==> config.mk <==
export PLATFORM = sky130hd
export DESIGN_NAME = vr_fault_supervisor
export DESIGN_NICKNAME = d
export VERILOG_FILES = /design/src/rtl/vr_fault_pkg.sv /design/src/rtl/vr_fault_timers.sv /design/src/rtl/vr_fault_ctrl.sv /design/src/rtl/vr_fault_supervisor.sv
export SDC_FILE = /design/constraint.sdc
export NUM_CORES = 1
export LEC_CHECK = 0
export BUFFER_PORTS_ARGS = -buffer_cell sky130_fd_sc_hd__buf_2
export CAP_MARGIN = 20
export CORE_UTILIZATION = 62
export DETAILED_ROUTE_END_ITERATION = 8
export PLACE_DENSITY = 0.8
export SKIP_CTS_REPAIR_TIMING = 1
export SYNTH_ARGS = -nofsm -noshare
export SYNTH_HDL_FRONTEND = slang
export SYNTH_HIERARCHICAL = 1
export SYNTH_SLANG_ARGS = --single-unit
==> constraint.sdc <==
create_clock -name clk -period 2.7 [get_ports clk]
set_input_delay 0.27 -clock clk [delete_from_list [all_inputs] [get_ports clk]]
set_output_delay 0.27 -clock clk [all_outputs]
set_load 0.01 [all_outputs]
==> src/rtl/vr_fault_pkg.sv <==
package vr_fault_pkg;

  // timed fault classes, index into the flag vector
  localparam int NUM_TIMED = 5;
  localparam int T_SEVERE  = 0;
  localparam int T_OC      = 1;
  localparam int T_OVREL   = 2;
  localparam int T_UV      = 3;
  localparam int T_IMBAL   = 4;

  typedef enum logic [2:0] {
    ST_IDLE   = 3'd0,  // enable low, stage off
    ST_RUN    = 3'd1,  // regulating
    ST_TRIP   = 3'd2,  // timed fault latched, tri-stated
    ST_CLAMP  = 3'd3,  // absolute overvoltage, low side forced on
    ST_OVPOFF = 3'd4   // absolute overvoltage, discharged, tri-stated
  } supState_t;

  // strobes from control to the timer datapath
  typedef struct packed {
    logic count;
    logic clear;
  } timerCtl_t;

endpackage

==> src/rtl/vr_fault_timers.sv <==
module vr_fault_timers
  import vr_fault_pkg::*;
#(
  parameter int OC_LIMIT     = 15000,
  parameter int SEVERE_LIMIT = 200,
  parameter int SLOW_LIMIT   = 125000
) (
  input  logic                 clk,
  input  logic                 rstN,
  input  timerCtl_t            ctl,
  input  logic [NUM_TIMED-1:0] rawFlags,
  input  logic                 hotFlag,
  output logic [NUM_TIMED-1:0] qualified,
  output logic                 throttleN
);

  localparam int MAX_A  = (OC_LIMIT > SEVERE_LIMIT) ? OC_LIMIT : SEVERE_LIMIT;
  localparam int MAX_LIM = (MAX_A > SLOW_LIMIT) ? MAX_A : SLOW_LIMIT;
  localparam int CW     = $clog2(MAX_LIM + 1);

  for (genvar i = 0; i < NUM_TIMED; i++) begin : g_timer
    localparam int LIM = (i == T_SEVERE) ? SEVERE_LIMIT :
                         (i == T_OC)     ? OC_LIMIT     : SLOW_LIMIT;
    localparam logic [CW-1:0] LAST = CW'(LIM - 1);

    logic [CW-1:0] persistCnt;
    logic          atLimit;

    assign atLimit      = (persistCnt == LAST);
    assign qualified[i] = ctl.count && rawFlags[i] && atLimit;

    always_ff @(posedge clk or negedge rstN) begin
      if (!rstN) begin
        persistCnt <= '0;
      end else if (ctl.clear || !rawFlags[i]) begin
        persistCnt <= '0;
      end else if (ctl.count && !atLimit) begin
        persistCnt <= persistCnt + 1'b1;
      end
    end
  end

  // throttle: follows temperature flag, no latch
  always_ff @(posedge clk or negedge rstN) begin
    if (!rstN) throttleN <= 1'b1;
    else       throttleN <= ~hotFlag;
  end

endmodule

==> src/rtl/vr_fault_ctrl.sv <==
module vr_fault_ctrl
  import vr_fault_pkg::*;
(
  input  logic                 clk,
  input  logic                 rstN,
  input  logic                 enable,
  input  logic                 ovAbsFlag,
  input  logic                 dischargedFlag,
  input  logic [NUM_TIMED-1:0] qualified,
  output timerCtl_t            ctl,
  output logic                 powerGood,
  output logic                 pwmTristate,
  output logic                 lowSideOn
);

  supState_t curState, nextState;

  always_comb begin
    nextState = curState;
    unique case (curState)
      ST_IDLE: begin
        if (ovAbsFlag)   nextState = ST_CLAMP;
        else if (enable) nextState = ST_RUN;
      end
      ST_RUN: begin
        if (ovAbsFlag)       nextState = ST_CLAMP;
        else if (|qualified) nextState = ST_TRIP;
        else if (!enable)    nextState = ST_IDLE;
      end
      ST_TRIP: begin
        if (!enable) nextState = ST_IDLE;
      end
      ST_CLAMP: begin
        if (dischargedFlag) nextState = ST_OVPOFF;
      end
      ST_OVPOFF: nextState = ST_OVPOFF;
      default:   nextState = ST_IDLE;
    endcase
  end

  always_ff @(posedge clk or negedge rstN) begin
    if (!rstN) curState <= ST_IDLE;
    else       curState <= nextState;
  end

  always_comb begin
    ctl.count = (curState == ST_RUN);
    ctl.clear = (curState != ST_RUN);
  end

  assign powerGood   = (curState == ST_RUN);
  assign lowSideOn   = (curState == ST_CLAMP);
  assign pwmTristate = (curState == ST_IDLE) || (curState == ST_TRIP) ||
                       (curState == ST_OVPOFF);

endmodule

==> src/rtl/vr_fault_supervisor.sv <==
module vr_fault_supervisor
  import vr_fault_pkg::*;
#(
  parameter int OC_LIMIT     = 15000,   // 120 us at 125 MHz
  parameter int SEVERE_LIMIT = 200,     // 1.6 us at 125 MHz
  parameter int SLOW_LIMIT   = 125000   // 1 ms at 125 MHz
) (
  input  logic clk,
  input  logic rstN,
  input  logic enable,
  input  logic ocFlag,
  input  logic ocSevereFlag,
  input  logic ovRelFlag,
  input  logic uvFlag,
  input  logic imbalFlag,
  input  logic ovAbsFlag,
  input  logic dischargedFlag,
  input  logic hotFlag,
  output logic powerGood,
  output logic pwmTristate,
  output logic lowSideOn,
  output logic throttleN
);

  timerCtl_t            timerCtl;
  logic [NUM_TIMED-1:0] rawFlags;
  logic [NUM_TIMED-1:0] qualified;

  always_comb begin
    rawFlags           = '0;
    rawFlags[T_SEVERE] = ocSevereFlag;
    rawFlags[T_OC]     = ocFlag;
    rawFlags[T_OVREL]  = ovRelFlag;
    rawFlags[T_UV]     = uvFlag;
    rawFlags[T_IMBAL]  = imbalFlag;
  end

  vr_fault_timers #(
    .OC_LIMIT    (OC_LIMIT),
    .SEVERE_LIMIT(SEVERE_LIMIT),
    .SLOW_LIMIT  (SLOW_LIMIT)
  ) u_timers (
    .clk      (clk),
    .rstN     (rstN),
    .ctl      (timerCtl),
    .rawFlags (rawFlags),
    .hotFlag  (hotFlag),
    .qualified(qualified),
    .throttleN(throttleN)
  );

  vr_fault_ctrl u_ctrl (
    .clk           (clk),
    .rstN          (rstN),
    .enable        (enable),
    .ovAbsFlag     (ovAbsFlag),
    .dischargedFlag(dischargedFlag),
    .qualified     (qualified),
    .ctl           (timerCtl),
    .powerGood     (powerGood),
    .pwmTristate   (pwmTristate),
    .lowSideOn     (lowSideOn)
  );

endmodule

==> metrics.md, run 1 <==
| Metric | Value |
|---|---|
| Chip Width | 89.16 um |
| Sum Neg Setup Slack | 0 ns |
| Share of the synthesized area in the top cell type | 46.76% |
| Max Fclk | 0.4060 GHz |
| Area after DPL | 4872 sq um |
| CTS tree | yes |
| Worst EP arrival | 2.73 ns |
| Fin crit period | 2.463 ns |
| Synthesis-stage register bit count | 89 |
| Cell with the most instances after synthesis | dfrtp_1 |
| Dominant cells by area after synthesis | dfrtp_1 (47%), xor2_1 (8.9%), nor2_1 (6.6%) |
| Clk slew on worst S/H paths | 0.09 ns |
| Ys Warns | 6 |
| Grt total ovfl | 0 |
| Post-synth EDFFs | 0 |
| Rows | 31 |
| Syn Area/Cell | 9.476 sq um |
| Asr flop ratio synth | 100.0% |
| Worst-Margin Slew | 0.6413 ns |
| Fin cells | 617 |
| CTS buffer count | 9 |
| Crit share post-route | 91.23% |
| RD Place Congestion | 0.8082 |
| Max-cap viol count | 0 |
| Pin count of the biggest net entering global routing | 50 |
| Max IR drop VDD | 0.5827 mV |
| Via count | 3,573 |
| Slew Limit Headroom | 56.85% |
| Buf/Inv on CP | 1 |
| H-tree lvl count | 3 |
| Delay of the slowest critical-path stage | 0.52 ns |
| Placed cell count | 600 |
| Final Hold Fails | 0 |
| WL/cell | 14.71 um |
| CP delay by family, top | simple AND/OR/NAND/NOR gates |
| Worst path cell trace | nor2_1, nand2_1, inv_1, and4_1, and3_2, or4_4, or3b_1, a211oi_1 |
| First-pass GRT wire length | 15,240 um |
| Synth area leader | dfrtp_1 |
| Placed wire-length estimate | 6238 um |
| Root buf cell | clkbuf_8 |
| Starting Density | 64.58% |
| Final nets | 529 |
| Routed Antenna Nets | 0 |
| Post-synth top cells | dfrtp_1 (88), nor2_1 (83), xor2_1 (48) |
| Outcome | completed |
| Fin area | 5110 sq um |
| Total Die Area | 7949 sq um |
| IO Port Bufs | 14 |
| Remaining DRCs | 0 |
| Max FO, Critical Path | 12 |
| Final worst slack | 0.2369 ns |
| Routed WL | 9075 um |
| Startpoint Class | register |
| Die H | 89.16 um |
| Util after Layout | 70.08% |
| Core Box Area | 7292 sq um |
| Synth Flop Type | dfrtp_1 |
| Total GRT Usage | 25.23% |
| Clock latency on the worst-skew pair | 0.36 ns |
| Worst Path Class, Setup | register to register |
| RSZ-0062 raised after global routing | no |
| Clock skew | 0.01042 ns |
| Initial antenna violation count | 0 |
| Drt pass-1 iters | 4 |
| Syn Std Cell Area | 4710 sq um |
| CP max-delay cell | or4_4 |
| Synthesized Nets | 513 |
| Worst path required time | 2.97 ns |
| Pre-CTS setup slack | 0.2706 ns |
| ANT cells | 0 |
| Longest Clk Path Bufs | 2 |
| Syn Inst Count | 497 |
| Count of cell types in the netlist | 52 |
| Final number of max-transition violations | 0 |
| Top Ports | 15 |
| Area grow syn2layout | 8.502% |
| Endpoints failing setup | 0 |
| Num Clock Sinks | 89 |
| Via/cell ratio | 5.791 |
| Post-synthesis sequential area ratio | 47.32% |
| Pleak | 2.091 nW |
| Fill cells | 592 |
| CP Capture Type | register |
| Worst hold path type | input port to register |
| DRT iter0 DRCs | 276 |
| Vias in the first global route | 3,320 |
| Share of cells above drive strength 1 | 10.04% |
| PD cells | 610.1 nW/um^2 |
[layer usage]
layer,track usage [%],up-vias,part of all wire [%]
met5,0,-,0
met4,9.524,0,1.1
met3,5.910,13,3.0
met2,39.83,54,48
met1,34.21,1730,48
li1,-,1776,-
[placed cells by master, fill, tap and decap left out, drive strengths merged, types with 10 or more instances in the layout]
cell type and n:
a21oi 13, and3 15, buf 21, clkbuf 10
dfrtp 88, inv 16, nand2 38, nand3 23
nand4 31, nor2 83, nor3 11, o21ai 16
xnor2 18, xor2 48
[worst register-to-register path: stages, from the launching register on]
cell,delay [ns]
dfrtp_1,0.44
nor2_1,0.08
nand2_1,0.09
inv_1,0.16
and4_1,0.26
and3_2,0.20
or4_4,0.52
or3b_1,0.37
a211oi_1,0.25
[registers in the layout, summed over array words and instances (netlist names)]
signal	cells
u_timers/throttleN	1
u_ctrl/curState	3
u_timers/g_timer.persistCnt	85
[cell families (layout without fill, tap and decap cells)]
group	after synthesis	after routing	synth area share [%]
AO/OA/AOI/OAI	43	43	5.978
XOR/XNOR	66	66	12.27
adder cells (fa/ha/maj)	5	5	1.328
buffers and inverters	32	53	3.029
flip-flops	89	89	47.32
multiplexers	4	4	0.8767
AND/OR/NAND/NOR	258	258	29.20
[stage by stage]
step                      power [mW]  hold WS [ns]
after floorplan                1.927      -0.02559
after global placement         2.079        0.3179
after detailed placement       2.107        0.3195
after CTS                      3.145      -0.08098
after global routing           3.280      0.008743
final                          3.117       0.01521
[layout make-up]
class	count	area, sq um	area share, %
tap	99	123.9	2.424
clock buffer	10	137.6	2.693
inverter	15	56.30	1.102
clock inverter	6	90.09	1.763
multi-input combinational	376	2338	45.76
sequential	89	2228	43.61
timing repair buffer	22	135.1	2.644
[where the power goes]
part / internal [mW] / total [mW] / switching [mW]
combinational: 0.219 / 0.655 / 0.436
clock: 0.550 / 1.03 / 0.478
sequential: 1.37 / 1.43 / 0.0595
total: 2.14 / 3.12 / 0.974
[final timing paths]
path	startpoint	end	slack [ns]	cells after the start
setup reg to reg	u_ctrl/curState[1]$_DFFE_PN0P_	u_ctrl/curState[0]$_DFFE_PN0P_	0.24	8
hold / removal	hotFlag	u_timers/throttleN$_DFF_PN1_	0.02	2
hold reg to reg	u_ctrl/curState[2]$_DFFE_PN0P_	u_ctrl/curState[0]$_DFFE_PN0P_	0.54	1
max in group asynchronous	rstN	u_timers/g_timer[4].persistCnt[16]$_DFFE_PN0P_	1.54	3
min in group asynchronous	rstN	u_timers/g_timer[4].persistCnt[7]$_DFFE_PN0P_	0.45	2
setup / recovery	u_ctrl/curState[1]$_DFFE_PN0P_	u_ctrl/curState[0]$_DFFE_PN0P_	0.24	8
No activity file was read; power rests on OpenSTA's default activity.
==> run 2: changes to the inputs <==
--- a/config.mk
+++ b/config.mk
@@ -7,9 +7,12 @@
 export LEC_CHECK = 0
 export BUFFER_PORTS_ARGS = -buffer_cell sky130_fd_sc_hd__buf_2
 export CAP_MARGIN = 20
-export CORE_UTILIZATION = 62
+export CELL_PAD_IN_SITES_DETAIL_PLACEMENT = 0
+export CELL_PAD_IN_SITES_GLOBAL_PLACEMENT = 2
+export CORE_UTILIZATION = 40
 export DETAILED_ROUTE_END_ITERATION = 8
-export PLACE_DENSITY = 0.8
+export GPL_TIMING_DRIVEN = 0
+export PLACE_DENSITY_LB_ADDON = 0.1
 export SKIP_CTS_REPAIR_TIMING = 1
 export SYNTH_ARGS = -nofsm -noshare
 export SYNTH_HDL_FRONTEND = slang
==> run 2 against run 1 <==
Against the previous run: final area is 3.5% higher; sequential power hardly changed; sequential share of layout area is 1.4 points lower; critical path depth is 2 higher; clock-buffer cell count is 1 higher; global-route usage is 7.0 points lower; maximum frequency is 3.0% lower; critical path type unchanged; sequential cell count stayed put; hold slack better by 0.022 ns.
==> metrics.md, run 2 (synthesis gave the netlist of run 1 again) <==
| Metric | Value |
|---|---|
| Initial antenna violation count | 0 (unchanged) |
| Remaining DRCs | 0 (unchanged) |
| Startpoint Class | register |
| Routed WL | 10,110 um (+11%) |
| Total Die Area | 12,210 sq um (+54%) |
| Register area | 2232 sq um (+0.17%) |
| RSZ-0062 raised after global routing | no |
| Worst EP arrival | 2.80 ns (+0.07 ns) |
| Top Ports | 15 (unchanged) |
| Buf/Inv on CP | 3 (+2) |
| Area occupied by multi-input gates | 2356 sq um (+0.75%) |
| Fill cells | 1,115 (+88%) |
| Routed Antenna Nets | 0 (unchanged) |
| Worst path required time | 2.96 ns (about the same) |
| Root buf cell | clkbuf_16 |
| Worst Path Class, Setup | register to register |
| Seq pwr share | 43.4% (-2.6 points) |
| Pre-CTS setup slack | -0.1781 ns (-0.4487 ns) |
| Fin cells | 670 (+8.6%) |
| Max IR drop VDD | 0.3970 mV (-32%) |
| Total GRT Usage | 18.24% (-7.0 points) |
| Num Clock Sinks | 89 (unchanged) |
| Most frequent cells in the layout | dfrtp_1 (85), nor2_1 (83), xor2_1 (48) |
| Max FFs per register | 85 (unchanged) |
| Max Fclk | 0.3939 GHz (-3.0%) |
| Most common cell after layout, fill and taps aside | dfrtp_1 |
| Cell Int Power | 2.267 mW (+5.8%) |
| Crit share post-route | 94.03% (+2.8 points) |
| ANT cells | 0 (unchanged) |
| H-tree lvl count | 3 (unchanged) |
| GR Util met3 | 2.964% (-2.9 points) |
| Die H | 110.5 um (+24%) |
| Sum Neg Setup Slack | 0 ns (unchanged) |
| Fin crit period | 2.539 ns (+0.07563 ns) |
| Final nets | 540 (+2.1%) |
| CTS buffer count | 9 (unchanged) |
| Logic pwr share | 22.0% (+1.0 points) |
| Grt total ovfl | 0 (unchanged) |
| Reg with most FFs | u_timers/g_timer.persistCnt |
| DRT iter0 DRCs | 115 (-58%) |
| GR Layer Usage met2 | 27.29% (-13 points) |
| Area grow syn2layout | 12.27% |
| Vias in the first global route | 3,578 (+7.8%) |
| Sw frac | 31.83% (+0.58 points) |
| Worst hold path type | input port to register |
| Clk slew on worst S/H paths | 0.06 ns (-0.03 ns) |
| Final worst slack | 0.1612 ns (-0.07563 ns) |
| M1 GR Usage | 25.90% (-8.3 points) |
| CP delay by family, top | simple AND/OR/NAND/NOR gates |
| CTS tree | yes |
| IO Port Bufs | 14 (unchanged) |
| Clock latency on the worst-skew pair | 0.35 ns (about the same) |
| Max FO, Critical Path | 8 (-4) |
| Via count | 3,535 (-1.1%) |
| Regs by FF count | u_timers/g_timer.persistCnt x85, u_ctrl/curState x3, u_timers/throttleN x1 |
| Core Box Area | 11,470 sq um (+57%) |
| Share of cells above drive strength 1 | 10.25% (+0.21 points) |
| Final number of max-transition violations | 0 (unchanged) |
| Sw power | 1.058 mW (+8.6%) |
| Endpoints failing setup | 0 (unchanged) |
| Hold_ws | 0.03747 ns (+0.02226 ns) |
| Worst path cell trace | nor2_1, nand2_4, inv_1, buf_4, clkinvlp_4, nor2_1, and3_1, or4_4, or3b_1, a211oi_2 |
| CP Capture Type | register |
| Pin count of the biggest net entering global routing | 54 (+8.0%) |
| Via/cell ratio | 5.276 (-8.9%) |
| Final Hold Fails | 0 (unchanged) |
| Drt pass-1 iters | 4 (unchanged) |
| Worst-Margin Slew | 0.6951 ns (+0.05381 ns) |
| Placed wire-length estimate | 6935 um (+11%) |
| WL/cell | 15.09 um (+2.6%) |
| Starting Density | 41.07% (-24 points) |
| RD Place Congestion | 0.7421 (-8.2%) |
| First-pass GRT wire length | 17,880 um (+17%) |
| Placed cell count | 655 (+9.2%) |
| CP max-delay cell | or4_4 |
| Slew Limit Headroom | 53.23% (-3.6 points) |
| Max-cap viol count | 0 (unchanged) |
| PD cells | 628.9 nW/um^2 (+3.1%) |
| Pleak | 2.126 nW (+1.7%) |
| Clock power frac | 34.6% (+1.6 points) |
| GRT busiest layer | met2 |
| Outcome | completed |
| Delay of the slowest critical-path stage | 0.56 ns (+0.04 ns) |
| Total power | 3.325 mW (+6.7%) |
| Chip Width | 110.5 um (+24%) |
| Clock skew | 0.009079 ns (-0.001339 ns) |
| Rows | 39 (+26%) |
| Critical Path Most Common Cell | nor2_1 |
| Longest Clk Path Bufs | 2 (unchanged) |
run 2: layout make-up:
cell class              instances  share of cell area, %
inverters                      15                  1.136
repair buffers                 16                  2.082
flip-flops and latches         89                  42.21
plain buffers                  17                  1.680
multi-input cells             376                  44.56
clock buffers                  11                  4.591
well taps                     143                  3.384
clock inverters                 3                 0.3549
run 2: final timing paths:
kind | from | end | slack, ns | depth (start not counted)
min | hotFlag | u_timers/throttleN$_DFF_PN1_ | 0.04 | 2
max reg2reg | u_ctrl/curState[1]$_DFFE_PN0P_ | u_ctrl/curState[0]$_DFFE_PN0P_ | 0.16 | 10
max | u_ctrl/curState[1]$_DFFE_PN0P_ | u_ctrl/curState[0]$_DFFE_PN0P_ | 0.16 | 10
min in group asynchronous | rstN | u_timers/g_timer[4].persistCnt[10]$_DFFE_PN0P_ | 0.46 | 2
min reg2reg | u_ctrl/curState[2]$_DFFE_PN0P_ | u_ctrl/curState[0]$_DFFE_PN0P_ | 0.50 | 1
max in group asynchronous | rstN | u_timers/throttleN$_DFF_PN1_ | 1.55 | 3
run 2: metal layers:
layer,routed length (um),part of all wire [%]
met1,5202,51
met2,4477,44
met5,0,0
met3,232,2.3
met4,196,1.9
run 2: per-stage QoR:
stage	util [%]	instance area, sq um
2_1_floorplan	-	4710
3_3_place_gp	43.24	4959
3_5_place_dp	43.50	4989
4_1_cts	45.78	5250
5_1_grt	46.11	5288
6_report	46.11	5288
run 2: power groups by stage:
stage,clock [mW],combinational [mW],sequential (mW)
floorplan,0,0.482,1.45
global placement,0,0.704,1.46
detailed placement,0,0.716,1.46
CTS,1.19,0.715,1.44
global route,1.25,0.813,1.45
finish,1.15,0.730,1.44
